### src/rtl/pll_cfg_selector.sv
module pll_cfg_selector #(
  parameter int CFG_W    = 16,
  parameter int P_W      = 8,
  parameter int IDX0_LSB = 0,
  parameter int IDX1_LSB = 2,
  parameter int IDX2_LSB = 4
) (
  input  logic                  clk,
  input  logic                  rst_n,
  input  logic                  mfc,
  input  logic [1:0]            prog_sel,
  input  logic [5:0]            gin,
  input  logic                  lock_lost,
  input  logic                  clkin_lost,
  input  logic                  tdo,
  input  logic [12*CFG_W-1:0]   bank_words,
  input  logic [3*P_W-1:0]      pdiv_a,
  input  logic [3*P_W-1:0]      pdiv_b,
  output logic [1:0]            mode,
  output logic [3*CFG_W-1:0]    cfg_sel,
  output logic [3*P_W-1:0]      pdiv_sel,
  output logic                  suspend,
  output logic                  ref_sel,
  output logic                  ser_data,
  output logic                  ser_clk,
  output logic                  jtag_tms,
  output logic                  jtag_trst_n,
  output logic [1:0]            gout
);
  localparam int NPLL = 3;
  localparam int NSET = 4;
  localparam logic [1:0] M_ONE = 2'd0, M_ALL = 2'd1, M_I2C = 2'd2, M_JTAG = 2'd3;
  localparam int LSB [NPLL] = '{IDX0_LSB, IDX1_LSB, IDX2_LSB};

  logic floating, driven_low;
  assign floating   = prog_sel[1];
  assign driven_low = (prog_sel == 2'b00);
  assign mode = mfc ? (floating ? M_ONE : M_ALL) : (driven_low ? M_JTAG : M_I2C);

  logic manual, jtag;
  assign manual = (mode == M_ONE) || (mode == M_ALL);
  assign jtag   = (mode == M_JTAG);

  logic [5:0] s1, s2, s3, gq;
  always_ff @(posedge clk or negedge rst_n) begin
    if (!rst_n) begin
      s1 <= '0; s2 <= '0; s3 <= '0; gq <= '0;
    end else begin
      s1 <= gin;
      s2 <= s1;
      s3 <= s2;
      if (s2 == s3) gq <= s2;
    end
  end

  logic [1:0] src_pll [NPLL];
  logic [1:0] src_set [NPLL];

  always_comb begin
    for (int k = 0; k < NPLL; k++) begin
      src_pll[k] = 2'(k);
      src_set[k] = 2'd0;
    end
    case (mode)
      M_ONE: begin
        if (gq[2]) begin
          src_pll[0] = gq[1] ? 2'd2 : 2'd1;
          src_set[0] = {1'b1, gq[0]};
        end else begin
          src_set[0] = gq[1:0];
        end
      end
      M_ALL: begin
        for (int k = 0; k < NPLL; k++) src_set[k] = gq[LSB[k] +: 2];
      end
      default: ;
    endcase
  end

  for (genvar k = 0; k < NPLL; k++) begin : g_pll
    logic [3:0]       fi;
    logic [CFG_W-1:0] w;
    assign fi = {src_pll[k], 2'b00} + {2'b00, src_set[k]};
    assign w  = bank_words[fi*CFG_W +: CFG_W];
    assign cfg_sel[k*CFG_W +: CFG_W] = w;
    assign pdiv_sel[k*P_W +: P_W] = w[0] ? pdiv_b[k*P_W +: P_W] : pdiv_a[k*P_W +: P_W];

    p_post_div_r8: assert property (@(posedge clk) disable iff (!rst_n)
      pdiv_sel[k*P_W +: P_W] == (cfg_sel[k*CFG_W] ? pdiv_b[k*P_W +: P_W] : pdiv_a[k*P_W +: P_W]));
  end

  assign suspend     = (mode == M_ONE) & gq[3];
  assign ref_sel     = (mode == M_ONE) & gq[5];
  assign ser_data    = !manual & gin[0];
  assign ser_clk     = !manual & gin[1];
  assign jtag_tms    = jtag & gin[2];
  assign jtag_trst_n = jtag & gin[4];
  assign gout = manual ? {clkin_lost, lock_lost} : {1'b0, jtag & tdo};

  p_sel_after_settle_r2: assert property (@(posedge clk) disable iff (!rst_n)
    !$stable(gq) |-> $past(s2 == s3));

  p_pinned_r5: assert property (@(posedge clk) disable iff (!rst_n)
    (mode == M_ONE) |-> (cfg_sel[CFG_W +: CFG_W] == bank_words[4*CFG_W +: CFG_W]
                      && cfg_sel[2*CFG_W +: CFG_W] == bank_words[8*CFG_W +: CFG_W]));

  p_status_pins_r7: assert property (@(posedge clk) disable iff (!rst_n)
    manual |-> (gout == {clkin_lost, lock_lost}));

  p_trst_idle_r10: assert property (@(posedge clk) disable iff (!rst_n)
    !jtag |-> (!jtag_trst_n && !jtag_tms));

  p_prog_set0_r11: assert property (@(posedge clk) disable iff (!rst_n)
    !manual |-> (cfg_sel[CFG_W-1:0] == bank_words[CFG_W-1:0] && !suspend && !ref_sel));
endmodule

### config.mk
export PLATFORM = sky130hd
export DESIGN_NAME = pll_cfg_selector
export DESIGN_NICKNAME = d
export VERILOG_FILES = /design/src/rtl/pll_cfg_selector.sv
export SDC_FILE = /design/constraint.sdc
export NUM_CORES = 1
export LEC_CHECK = 0
export BUFFER_PORTS_ARGS = -buffer_cell sky130_fd_sc_hd__buf_2
export CAP_MARGIN = 20
export CORE_AREA = 2 2 132 134
export DETAILED_ROUTE_END_ITERATION = 8
export DIE_AREA = 0 0 134 136
export PLACE_DENSITY = 0.5
export SYNTH_ARGS = -nofsm -noshare
export SYNTH_HDL_FRONTEND = slang
export SYNTH_SLANG_ARGS = --single-unit
### constraint.sdc
create_clock -name clk -period 4.3 [get_ports clk]
set_input_delay 0.215 -clock clk [delete_from_list [all_inputs] [get_ports clk]]
set_output_delay 0.215 -clock clk [all_outputs]
set_load 0.01 [all_outputs]
==> flow_metrics.env, run 1 <==
export IMPL_core_box_area_um2=16900
export IMPL_cpMaxStageDelayCell="nand2_2"
export IMPL_cts_resized=0
export IMPL_outcome="finished, final reports clean"
export IMPL_holdPathEnd="s1[3]"
export IMPL_area_growth_synth_to_final_pct=56.5
export IMPL_drc_violation_count_after_routing=0
export IMPL_synth_ff_latch_count=24
export IMPL_synth_mux_area_fraction_pct=14.6
export IMPL_drt_pass1_iter_count=7
export IMPL_seq_area_um2=601
export IMPL_gr_usage_all_layers_pct=20.6
export IMPL_switching_share_pct=44.7
export IMPL_rrSetupSlack_ns=2.35
export IMPL_crit_path_max_fanout=36
export IMPL_layout_min_cycle_time_ns=2.80
export IMPL_final_core_utilization_pct=31.8
export IMPL_fmaxAchievable_mhz=358
export IMPL_async_flop_share_pct=100
export IMPL_drt_wl_total_um=20200
export IMPL_htreeDepth=1
export IMPL_post_synthesis_share_of_cell_area_spent_on_and_or_nand_and_nor_gates_pct=22.9
export IMPL_slew_viol_final=0
export IMPL_finalSetupTns_ns=0
export IMPL_flop_pwr_share_pct=17.3
export IMPL_timing_worst_slew_pin_value_ns=0.944
export IMPL_floorplan_rows=48
export IMPL_post_synth_top_area_cell="dfrtp_1"
export IMPL_io_pins=336
export IMPL_synth_distinct_cells=51
export IMPL_floorplan_die_area_um2=18200
export IMPL_yosys_warnings=0
export IMPL_powerDensity_nw_per_um2=304
export IMPL_post_synth_cell_area_avg_um2=7.56
export IMPL_critPathKind="flip-flop to output port"
export IMPL_final_worst_path_cycle_share_pct=65.0
export IMPL_antenna_diode_count=0
export IMPL_worst_setup_path_start_kind="flip-flop"
export IMPL_synthAdderAreaFrac_pct=0
export IMPL_grt_overflow=0
export IMPL_cts_hold_buffers_added=1
export IMPL_critical_path_arrival_ns=2.58
export IMPL_unrepaired_setup_endpoints_after_global_routing="false"
export IMPL_ir_drop_worst_case_vdd_uv=216
export IMPL_grt_max_degree=42
export IMPL_synth_xor_xnor_area_share_pct=1.53
export IMPL_combPwrFrac_pct=66.6
export IMPL_filler_cell_count_in_the_final_layout=1898
export IMPL_die_h_um=136
export IMPL_initial_antenna_violation_count=0
export IMPL_timing_slew_headroom_pct=36.8
export IMPL_leakage_nw=2.81
export IMPL_place_congestion=0.838
export IMPL_seq_area_frac_synth_pct=17.5
export IMPL_synth_top_area_share_pct=17.5
export IMPL_avgViaCountPerCell=5.10
export IMPL_clock_sinks=24
export IMPL_ctsLongestPathBuffers=2
export IMPL_hold_violations=0
export IMPL_reg2reg_depth=4
export IMPL_cts_inserted_buffers=3
export IMPL_tritoncts="done"
export IMPL_finalSetupViolations=0
export IMPL_clock_insertion_delay_worst_skew_ns=0.26
export IMPL_worstPathCellList="buf_4 -> nand2_2 -> mux2_2 -> a221oi_1 -> a21oi_1 -> buf_2"
export IMPL_multi_input_comb_area_um2=2590
export IMPL_wire_per_inst_um=20.6
export IMPL_post_route_cells_drive_above_1_share_pct=51.3
export IMPL_cts_repair_timing_setup_buffer_count=0
export IMPL_dp_hpwl_um=16600
export IMPL_power_share_clock_pct=16.2
export IMPL_clkTransAtPathRegs_ns=0.06
export IMPL_hold_path_startpoint="gin[3]"
export IMPL_portBuffers=335
export IMPL_critical_path_required_ns=4.09
export IMPL_first_global_vias=4921
export IMPL_internal_power_mw=0.903
export IMPL_syn_instance_count=453
export IMPL_clock_root_buffer="clkbuf_16"
export IMPL_number_of_enable_flip_flop_cells_after_synthesis=0
export IMPL_maxCapViolations=0
export IMPL_launch_point_of_the_critical_path="gq[0]"
export IMPL_synthesis_area_um2=3430
export IMPL_clock_skew_ns=0.00156
export IMPL_largest_family_of_logic_cells_by_synthesized_area="compound AO/OA/AOI/OAI gates"
export IMPL_synth_compound_gate_area_share_pct=36.5
export IMPL_grt_pass1_wl_um=28800
export IMPL_route_vias_total=5018
export IMPL_yosys_most_used_dff="dfrtp_1"
export IMPL_reg2reg_to="gq[2]"
export IMPL_die_width_um=134
export IMPL_initial_util_pct=20.3
export IMPL_p_sw_mw=0.729
export IMPL_drt_first_iter_violations=268
export IMPL_netlist_top_cells_area="dfrtp_1 18%, nand2_1 8.9%, mux2_2 7.9%"
export IMPL_hold_class="primary input to flip-flop"
export IMPL_synth_nets=707
export IMPL_timing_critical_path_slowest_cell_delay_ns=0.71
export IMPL_hold_path_depth=1
export IMPL_final_antenna_net_count=0
export IMPL_crit_reg2reg_launch="s2[5]"
export IMPL_final_nets=1014
export IMPL_endpoint_kind="output port"
==> registers in the layout (all words and copies together), names as in the netlist <==
signal and cells:
gq 6, s1 6, s2 6, s3 6
==> worst max path at each step <==
| stage | to | slack, ns | depth (start not counted) |
|---|---|---|---|
| global placement | cfg_sel[39] | 1.54 | 7 |
| floorplan | pdiv_sel[10] | 2.53 | 6 |
| detailed placement | cfg_sel[47] | 1.52 | 7 |
| global route | cfg_sel[2] | 1.32 | 7 |
| CTS | cfg_sel[11] | 1.50 | 6 |
| finish | cfg_sel[11] | 1.50 | 6 |
==> cell usage after synthesis (2+ instances only) <==
library cell and count:
o221ai_1 7, nand3b_4 2, or2_2 2, buf_4 5, dfrtp_1 24, a221oi_1 2
nor2b_1 4, xnor2_1 4, nor2_1 3, o211ai_1 8, a211oi_1 9, nand2b_1 3
inv_1 7, nand3_1 18, nand4_1 10, o21a_1 6, a211oi_2 2, a21oi_1 11
nor3_1 2, a31oi_1 36, a21bo_2 2, and3_1 11, o22ai_1 37, buf_2 14
a22o_1 6, mux2i_1 23, mux2_2 24, nand3b_2 2, xor2_1 2, a22oi_1 10
and3b_1 3, nand2_1 81, and4_1 7, a21o_1 13, and2_1 3, a31oi_4 2
clkbuf_1 21, a221o_1 7, o21ai_0 8
==> power by group through the flow <==
| stage | Clock, mW | Combinational (mW) | Sequential, mW |
|---|---|---|---|
| floorplan | 0 | 0.645 | 0.274 |
| global placement | 0 | 1.09 | 0.286 |
| detailed placement | 0 | 1.08 | 0.286 |
| CTS | 0.268 | 1.09 | 0.282 |
| global route | 0.279 | 1.18 | 0.286 |
| finish | 0.264 | 1.09 | 0.282 |
==> through the flow <==
stage | setup WS, ns | power [mW] | instance area, um2 | std cells | hold WS [ns]
floorplan | 2.53 | 0.919 | 3430 | 453 | -0.0806
global placement | 1.54 | 1.37 | 5250 | 979 | 0.222
detailed placement | 1.52 | 1.37 | 5250 | 979 | 0.226
CTS | 1.50 | 1.64 | 5360 | 984 | 0.0621
global route | 1.32 | 1.74 | 5360 | 984 | 0.0556
finish | 1.50 | 1.63 | 5360 | 984 | 0.0605
==> worst max-delay path: cells and delay by family, from the launching register on <==
kind            cells  cell delay, ns
flops               1            0.36
mux                 1            0.43
compound gates      2            0.41
buf+inv             2            0.39
simple gates        1            0.71
==> logic make-up after synthesis <==
logic type,Yosys count
compound gates,172
simple gates,153
buf+inv,51
mux,47
flops,24
xor+xnor,6
==> layout by cell type, fill, tap and decap left out, types with 4 or more instances in the layout <==
cell / count
nand3_1: 18
nor2b_1: 4
mux2_2: 24
nand2_1: 81
a31oi_1: 36
and4_1: 7
o211ai_1: 8
dfrtp_1: 24
a22oi_1: 10
nand4_1: 10
o21a_1: 6
inv_1: 7
and3_1: 11
a21oi_1: 11
mux2i_1: 23
o22ai_1: 37
o221ai_1: 7
buf_4: 9
o21ai_0: 8
a211oi_1: 9
xnor2_1: 4
buf_2: 335
a22o_1: 6
a221o_1: 7
a21o_1: 13
==> final cells by class <==
cell class	instances	area share, %
timing repair buffer	345	32.7
clock buffer	3	1.40
multi-input combinational	378	48.3
sequential	24	11.2
tap	225	5.25
inverter	8	0.560
clock inverter	1	0.560
==> layer usage <==
metal / vias to the layer above / GRT usage [%] / share of wire [%]
li1: 2375 / - / -
met5: - / 0 / 0
met1: 2376 / 27.0 / 43
met4: 0 / 2.19 / 0.59
met2: 256 / 37.4 / 50
met3: 11 / 2.57 / 6.9
No activity file was read; power rests on OpenSTA's default activity.
==> inputs of run 2 (changes only) <==
- CORE_AREA: 2 2 132 134 -> 2 2 131 133
- DIE_AREA: 0 0 134 136 -> 0 0 133 135
- PLACE_DENSITY: 0.5 -> 0.52
- clock period: 4.3 -> 2.3 ns (I/O delays scaled with it)
==> run 2 against run 1 <==
  * Worst setup slack got worse by 1.4 ns
  * Sequential power increased by 90%
  * Via count up 0.66%
  * Sequential cell count unchanged
  * Clock skew about the same
  * Clock-buffer cell count did not move
  * Clock power is 38% higher
  * Routed wire length fell by 2.4%
  * Combinational power up 91%
  * Largest cell class unchanged
  * Largest power group unchanged
  * Highest routed layer unchanged
==> flow_metrics.env, run 2 (synthesis gave the netlist of run 1 again) <==
export IMPL_layout_cells_most_common="buf_2"
export IMPL_timing_worst_slew_pin_value_ns=0.514
export IMPL_clock_root_buffer="clkbuf_16"
export IMPL_maxCapViolations=0
export IMPL_drt_wl_total_um=19700
export IMPL_post_route_cells_drive_above_1_share_pct=52.5
export IMPL_area_growth_synth_to_final_pct=62.7
export IMPL_outcome="finished, final reports clean"
export IMPL_unrepaired_setup_endpoints_after_global_routing="false"
export IMPL_place_congestion=0.868
export IMPL_filler_cell_count_in_the_final_layout=1791
export IMPL_worstSetupEndpoint="pdiv_sel[7]"
export IMPL_final_cell_count_no_fill=1004
export IMPL_clock_insertion_delay_worst_skew_ns=0.26
export IMPL_wire_per_inst_um=19.7
export IMPL_drt_pass1_iter_count=6
export IMPL_launch_point_of_the_critical_path="gq[0]"
export IMPL_die_width_um=133
export IMPL_total_power_draw_mw=2.98
export IMPL_slew_viol_final=0
export IMPL_floorplan_die_area_um2=18000
export IMPL_die_h_um=135
export IMPL_cts_repair_timing_setup_buffer_count=0
export IMPL_ir_drop_worst_case_vdd_uv=298
export IMPL_ctsLongestPathBuffers=2
export IMPL_final_nets=1039
export IMPL_crit_reg2reg_launch="s2[5]"
export IMPL_mostFrequentLayoutCells="335 x buf_2, 81 x nand2_1, 37 x o22ai_1"
export IMPL_fmaxAchievable_mhz=462
export IMPL_final_core_utilization_pct=34.0
export IMPL_io_pins=336
export IMPL_dp_cells=993
export IMPL_core_box_area_um2=16400
export IMPL_route_vias_total=5051
export IMPL_drt_first_iter_violations=327
export IMPL_avgViaCountPerCell=5.03
export IMPL_reg2reg_depth=5
export IMPL_worst_setup_path_start_kind="flip-flop"
export IMPL_clock_sinks=24
export IMPL_clkTransAtPathRegs_ns=0.06
export IMPL_drc_violation_count_after_routing=0
export IMPL_dp_hpwl_um=16800
export IMPL_grt_max_degree=25
export IMPL_hold_class="flip-flop to flip-flop"
export IMPL_cts_inserted_buffers=3
export IMPL_endpoint_kind="output port"
export IMPL_grt_overflow=0
export IMPL_critical_path_required_ns=2.18
export IMPL_grt_pass1_wl_um=28200
export IMPL_final_worst_path_cycle_share_pct=94.2
export IMPL_powerDensity_nw_per_um2=535
export IMPL_finalSetupTns_ns=0
export IMPL_floorplan_rows=47
export IMPL_portBuffers=335
export IMPL_initial_antenna_violation_count=1
export IMPL_critPathKind="flip-flop to output port"
export IMPL_leakage_nw=2.93
export IMPL_initial_util_pct=20.9
export IMPL_clock_skew_ns=0.00155
export IMPL_tritoncts="done"
export IMPL_critical_path_arrival_ns=2.05
export IMPL_timing_slew_headroom_pct=65.7
export IMPL_reg2reg_to="gq[3]"
export IMPL_finalSetupViolations=0
export IMPL_first_global_vias=4909
export IMPL_gr_usage_all_layers_pct=20.3
export IMPL_rrSetupSlack_ns=0.77
export IMPL_htreeDepth=1
export IMPL_crit_path_max_fanout=23
export IMPL_hold_violations=0
export IMPL_final_antenna_net_count=0
export IMPL_layout_min_cycle_time_ns=2.17
## run 2: cell types whose count changed in the layout (fill, tap and decap cells not counted), sizes merged
cell         change
dlygate4sd3      +6
bufinv           -1
diode            +1
buf             +19
## run 2: how the worst min path moves through the flow
stage,from,end,slack (ns),depth (start not counted)
after global routing,s1[1],s2[1],0.36,0
after global placement,rst_n,s1[5],0.13,1
after detailed placement,rst_n,s1[4],0.12,1
final,s1[2],s2[2],0.35,0
after CTS,s1[2],s2[2],0.35,0
after floorplan,rst_n,gq[0],-0.18,0
## run 2: cell type report
cell class | instances | area [um2] | area share (%)
Sequential cell | 24 | 601 | 10.8
Antenna cell | 1 | 2.50 | 0.0449
Inverter | 8 | 30.0 | 0.539
Timing Repair Buffer | 370 | 1980 | 35.6
Multi-Input combinational cell | 378 | 2610 | 46.8
Clock buffer | 3 | 75.1 | 1.35
Tap cell | 220 | 275 | 4.94
## run 2: critical path, cell delays in order, from the launching register on
cell and delay [ns]:
dfrtp_1 0.35, buf_4 0.28, mux2i_1 0.39, a32o_2 0.39
o211ai_1 0.14, nand3_1 0.09, buf_2 0.14
## run 2: stage by stage
step           area [um2]  hold slack (ns)  worst slack, ns
2_1_floorplan        3430           -0.181            0.630
3_3_place_gp         5410            0.126            0.228
3_5_place_dp         5410            0.125            0.200
4_1_cts              5560            0.348           0.0907
5_1_grt              5570            0.357           0.0256
6_report             5570            0.347            0.133
## run 2: timing repair
action                                 4_1_cts  5_1_grt
setup endpoints to repair                    5       12
hold buffers                                 7        0
endpoints found under the hold margin       30        0
resized for setup                            1        4
## run 2: routing by layer
metal | share of wire, % | global-route usage (%) | vias up
met3 | 7.8 | 3.19 | 22
met5 | 0 | 0 | -
li1 | - | - | 2422
met2 | 49 | 35.8 | 270
met1 | 42 | 26.3 | 2337
met4 | 1.6 | 4.18 | 0
## run 2: power breakdown
group	total (mW)	switching, mW	internal (mW)
Combinational	2.08	1.15	0.932
Clock	0.365	0.135	0.230
Sequential	0.535	0.0590	0.476
==> inputs of run 3 (changes only) <==
- ABC_AREA: default -> 1
- CORE_AREA: 2 2 131 133 -> 2 2 132 134
- DIE_AREA: 0 0 133 135 -> 0 0 134 136
==> run 3 against run 2 <==
  * Non-clock buffer count shrank 15
  * Core utilization decreased by 1.3 points
  * Clock power increased by 11%
  * Largest power group unchanged
  * Hold slack is essentially flat
  * Clock-buffer cell count increased by 1
  * Critical path depth up 2
  * Via count grew 5.2%
  * Routed wire length is 13% lower
  * Sequential power fell by 3%
  * Maximum frequency up 5.2%
  * Critical endpoint is now pdiv_sel[5]
  * Synthesized cell count grew 49%
  * Highest routed layer is now met5
  * Power fell by 1.5%
==> flow_metrics.env, run 3 <==
export IMPL_outcome="finished, final reports clean"
export IMPL_netlist_top_cells_area="nand2_1 33%, dfrtp_1 17%, a21oi_1 11%"
export IMPL_clock_skew_ns=0.00292
export IMPL_synth_distinct_cells=26
export IMPL_syn_instance_count=675
export IMPL_endpoint_kind="output port"
export IMPL_synth_nets=929
export IMPL_cts_inserted_buffers=3
export IMPL_yosys_warnings=0
export IMPL_antenna_diode_count=0
export IMPL_leakage_nw=3.47
export IMPL_floorplan_rows=48
export IMPL_grt_max_degree=46
export IMPL_die_h_um=136
export IMPL_drt_first_iter_violations=216
export IMPL_drt_pass1_iter_count=5
export IMPL_powerDensity_nw_per_um2=532
export IMPL_initial_antenna_violation_count=1
export IMPL_final_nets=1251
export IMPL_maxCapViolations=0
export IMPL_critical_path_arrival_ns=1.94
export IMPL_mostFrequentLayoutCells="335 x buf_2, 308 x nand2_1, 84 x inv_1"
export IMPL_post_route_cells_drive_above_1_share_pct=37.2
export IMPL_area_growth_synth_to_final_pct=57.9
export IMPL_routed_top_layer="met5"
export IMPL_route_vias_total=5314
export IMPL_clkTransAtPathRegs_ns=0.06
export IMPL_gr_usage_all_layers_pct=17.4
export IMPL_tritoncts="done"
export IMPL_io_pins=336
export IMPL_fin_hold_ws_ns=0.347
export IMPL_critPathKind="flip-flop to output port"
export IMPL_wl_met1_um=7170
export IMPL_place_congestion=0.887
export IMPL_cpMaxStageDelayCell="inv_2"
export IMPL_clock_root_buffer="clkbuf_16"
export IMPL_timing_worst_slew_pin_value_ns=0.559
export IMPL_finalSetupViolations=0
export IMPL_die_width_um=134
export IMPL_seq_area_frac_synth_pct=17.2
export IMPL_first_global_vias=5012
export IMPL_met3RoutedLength_um=1240
export IMPL_final_worst_path_cycle_share_pct=89.5
export IMPL_dp_hpwl_um=14400
export IMPL_post_synth_cell_area_avg_um2=5.18
export IMPL_unrepaired_setup_endpoints_after_global_routing="false"
export IMPL_number_of_enable_flip_flop_cells_after_synthesis=0
export IMPL_critical_path_required_ns=2.18
export IMPL_portBuffers=335
export IMPL_yosys_most_used_dff="dfrtp_1"
export IMPL_wire_per_inst_um=14.0
export IMPL_core_box_area_um2=16900
export IMPL_ctsLongestPathBuffers=2
export IMPL_synthesis_area_um2=3490
export IMPL_synth_top_area_share_pct=33.2
export IMPL_ir_drop_worst_case_vdd_uv=437
export IMPL_floorplan_die_area_um2=18200
export IMPL_final_antenna_net_count=0
export IMPL_timing_critical_path_slowest_cell_delay_ns=0.42
export IMPL_finalSetupTns_ns=0
export IMPL_drt_wl_total_um=17100
export IMPL_met2RoutedLength_um=8420
export IMPL_crit_path_frequent_cell="nand2_1"
export IMPL_synth_commonest_cells="309 x nand2_1, 84 x inv_1, 75 x a21oi_1, 33 x nand3_1, 30 x o22ai_1"
export IMPL_post_synth_top_area_cell="nand2_1"
export IMPL_worstPathCellList="nand2_2 -> inv_2 -> nand2_1 -> o211ai_4 -> nand2_4 -> nand2_1 -> nand2_1 -> buf_2"
export IMPL_synth_ff_latch_count=24
export IMPL_fmaxAchievable_mhz=486
export IMPL_htreeDepth=1
export IMPL_hold_violations=0
export IMPL_hold_class="flip-flop to flip-flop"
export IMPL_crit_path_max_fanout=31
export IMPL_slew_viol_final=0
export IMPL_clock_insertion_delay_worst_skew_ns=0.25
export IMPL_avgViaCountPerCell=4.35
export IMPL_async_flop_share_pct=100
export IMPL_timing_slew_headroom_pct=62.7
export IMPL_worst_setup_path_start_kind="flip-flop"
export IMPL_grt_overflow=0
export IMPL_layout_min_cycle_time_ns=2.06
export IMPL_final_core_utilization_pct=32.7
export IMPL_synthMostInstantiatedCell="nand2_1"
export IMPL_cts_resized=0
export IMPL_clock_sinks=24
export IMPL_drc_violation_count_after_routing=0
export IMPL_grt_pass1_wl_um=25700
export IMPL_layout_cells_most_common="buf_2"
export IMPL_initial_util_pct=20.7
-- run 3: cell types whose count changed in the layout (fill, tap and decap cells not counted), sizes merged, moves of 10 or more --
cell / change
a211oi: -11
a21o: -13
a21oi: +63
a22oi: -10
a31oi: -38
and3: -11
buf: -15
inv: +83
mux2: -24
mux2i: -23
nand2: +233
nand3: +16
o21ai: +31
-- run 3: cells by family after synthesis --
family / share of synthesized area [%]
buf+inv: 15.3
xor+xnor: 0.501
flops: 17.2
simple gates: 42.5
compound gates: 24.6
-- run 3: area by class of cell --
| class | instances | area (um2) |
|---|---|---|
| clock buffers | 4 | 88.8 |
| multi-input cells | 523 | 2360 |
| fillers | 1971 | 11400 |
| flip-flops and latches | 24 | 601 |
| inverters | 90 | 340 |
| repair buffers | 355 | 1840 |
| well taps | 225 | 282 |
-- run 3: per-stage QoR --
stage	total power [mW]	setup slack [ns]	instances	area (um2)
CTS	2.98	0.168	1221	5520
global route	3.24	0.00132	1221	5520
detailed placement	2.56	0.453	1210	5360
floorplan	1.72	0.892	675	3490
finish	2.94	0.241	1221	5520
global placement	2.55	0.479	1210	5360
-- run 3: power breakdown --
group	internal, mW	switching, mW
clock	0.265	0.140
combinational	0.780	1.23
sequential	0.475	0.0444
-- run 3: worst paths after layout --
| path | startpoint | end | slack [ns] | cells after the start |
|---|---|---|---|---|
| setup / recovery | gq[0] | pdiv_sel[5] | 0.24 | 8 |
| hold / removal | s1[3] | s2[3] | 0.35 | 0 |
| hold reg to reg | s1[3] | s2[3] | 0.35 | 0 |
| setup reg to reg | s2[5] | gq[1] | 0.95 | 7 |
| max in group asynchronous | rst_n | gq[2] | 1.57 | 2 |
| min in group asynchronous | rst_n | s1[2] | 0.37 | 2 |
-- run 3: worst max-delay path, delay by kind of cell, from the launching register on --
family | cells | cell delay, ns
compound gates | 1 | 0.20
buf+inv | 2 | 0.56
flops | 1 | 0.39
simple gates | 5 | 0.53
-- run 3: repair_timing --
item / CTS / global route
hold buffers: 7 / 0
buffers inserted: 0 / 0
endpoints found under the hold margin: 30 / 0
-- run 3: layer usage --
layer | GRT usage [%] | up-vias
met4 | 2.96 | 2
met5 | 0 | -
met2 | 31.8 | 194
li1 | - | 2796
met1 | 21.8 | 2302
met3 | 2.61 | 20
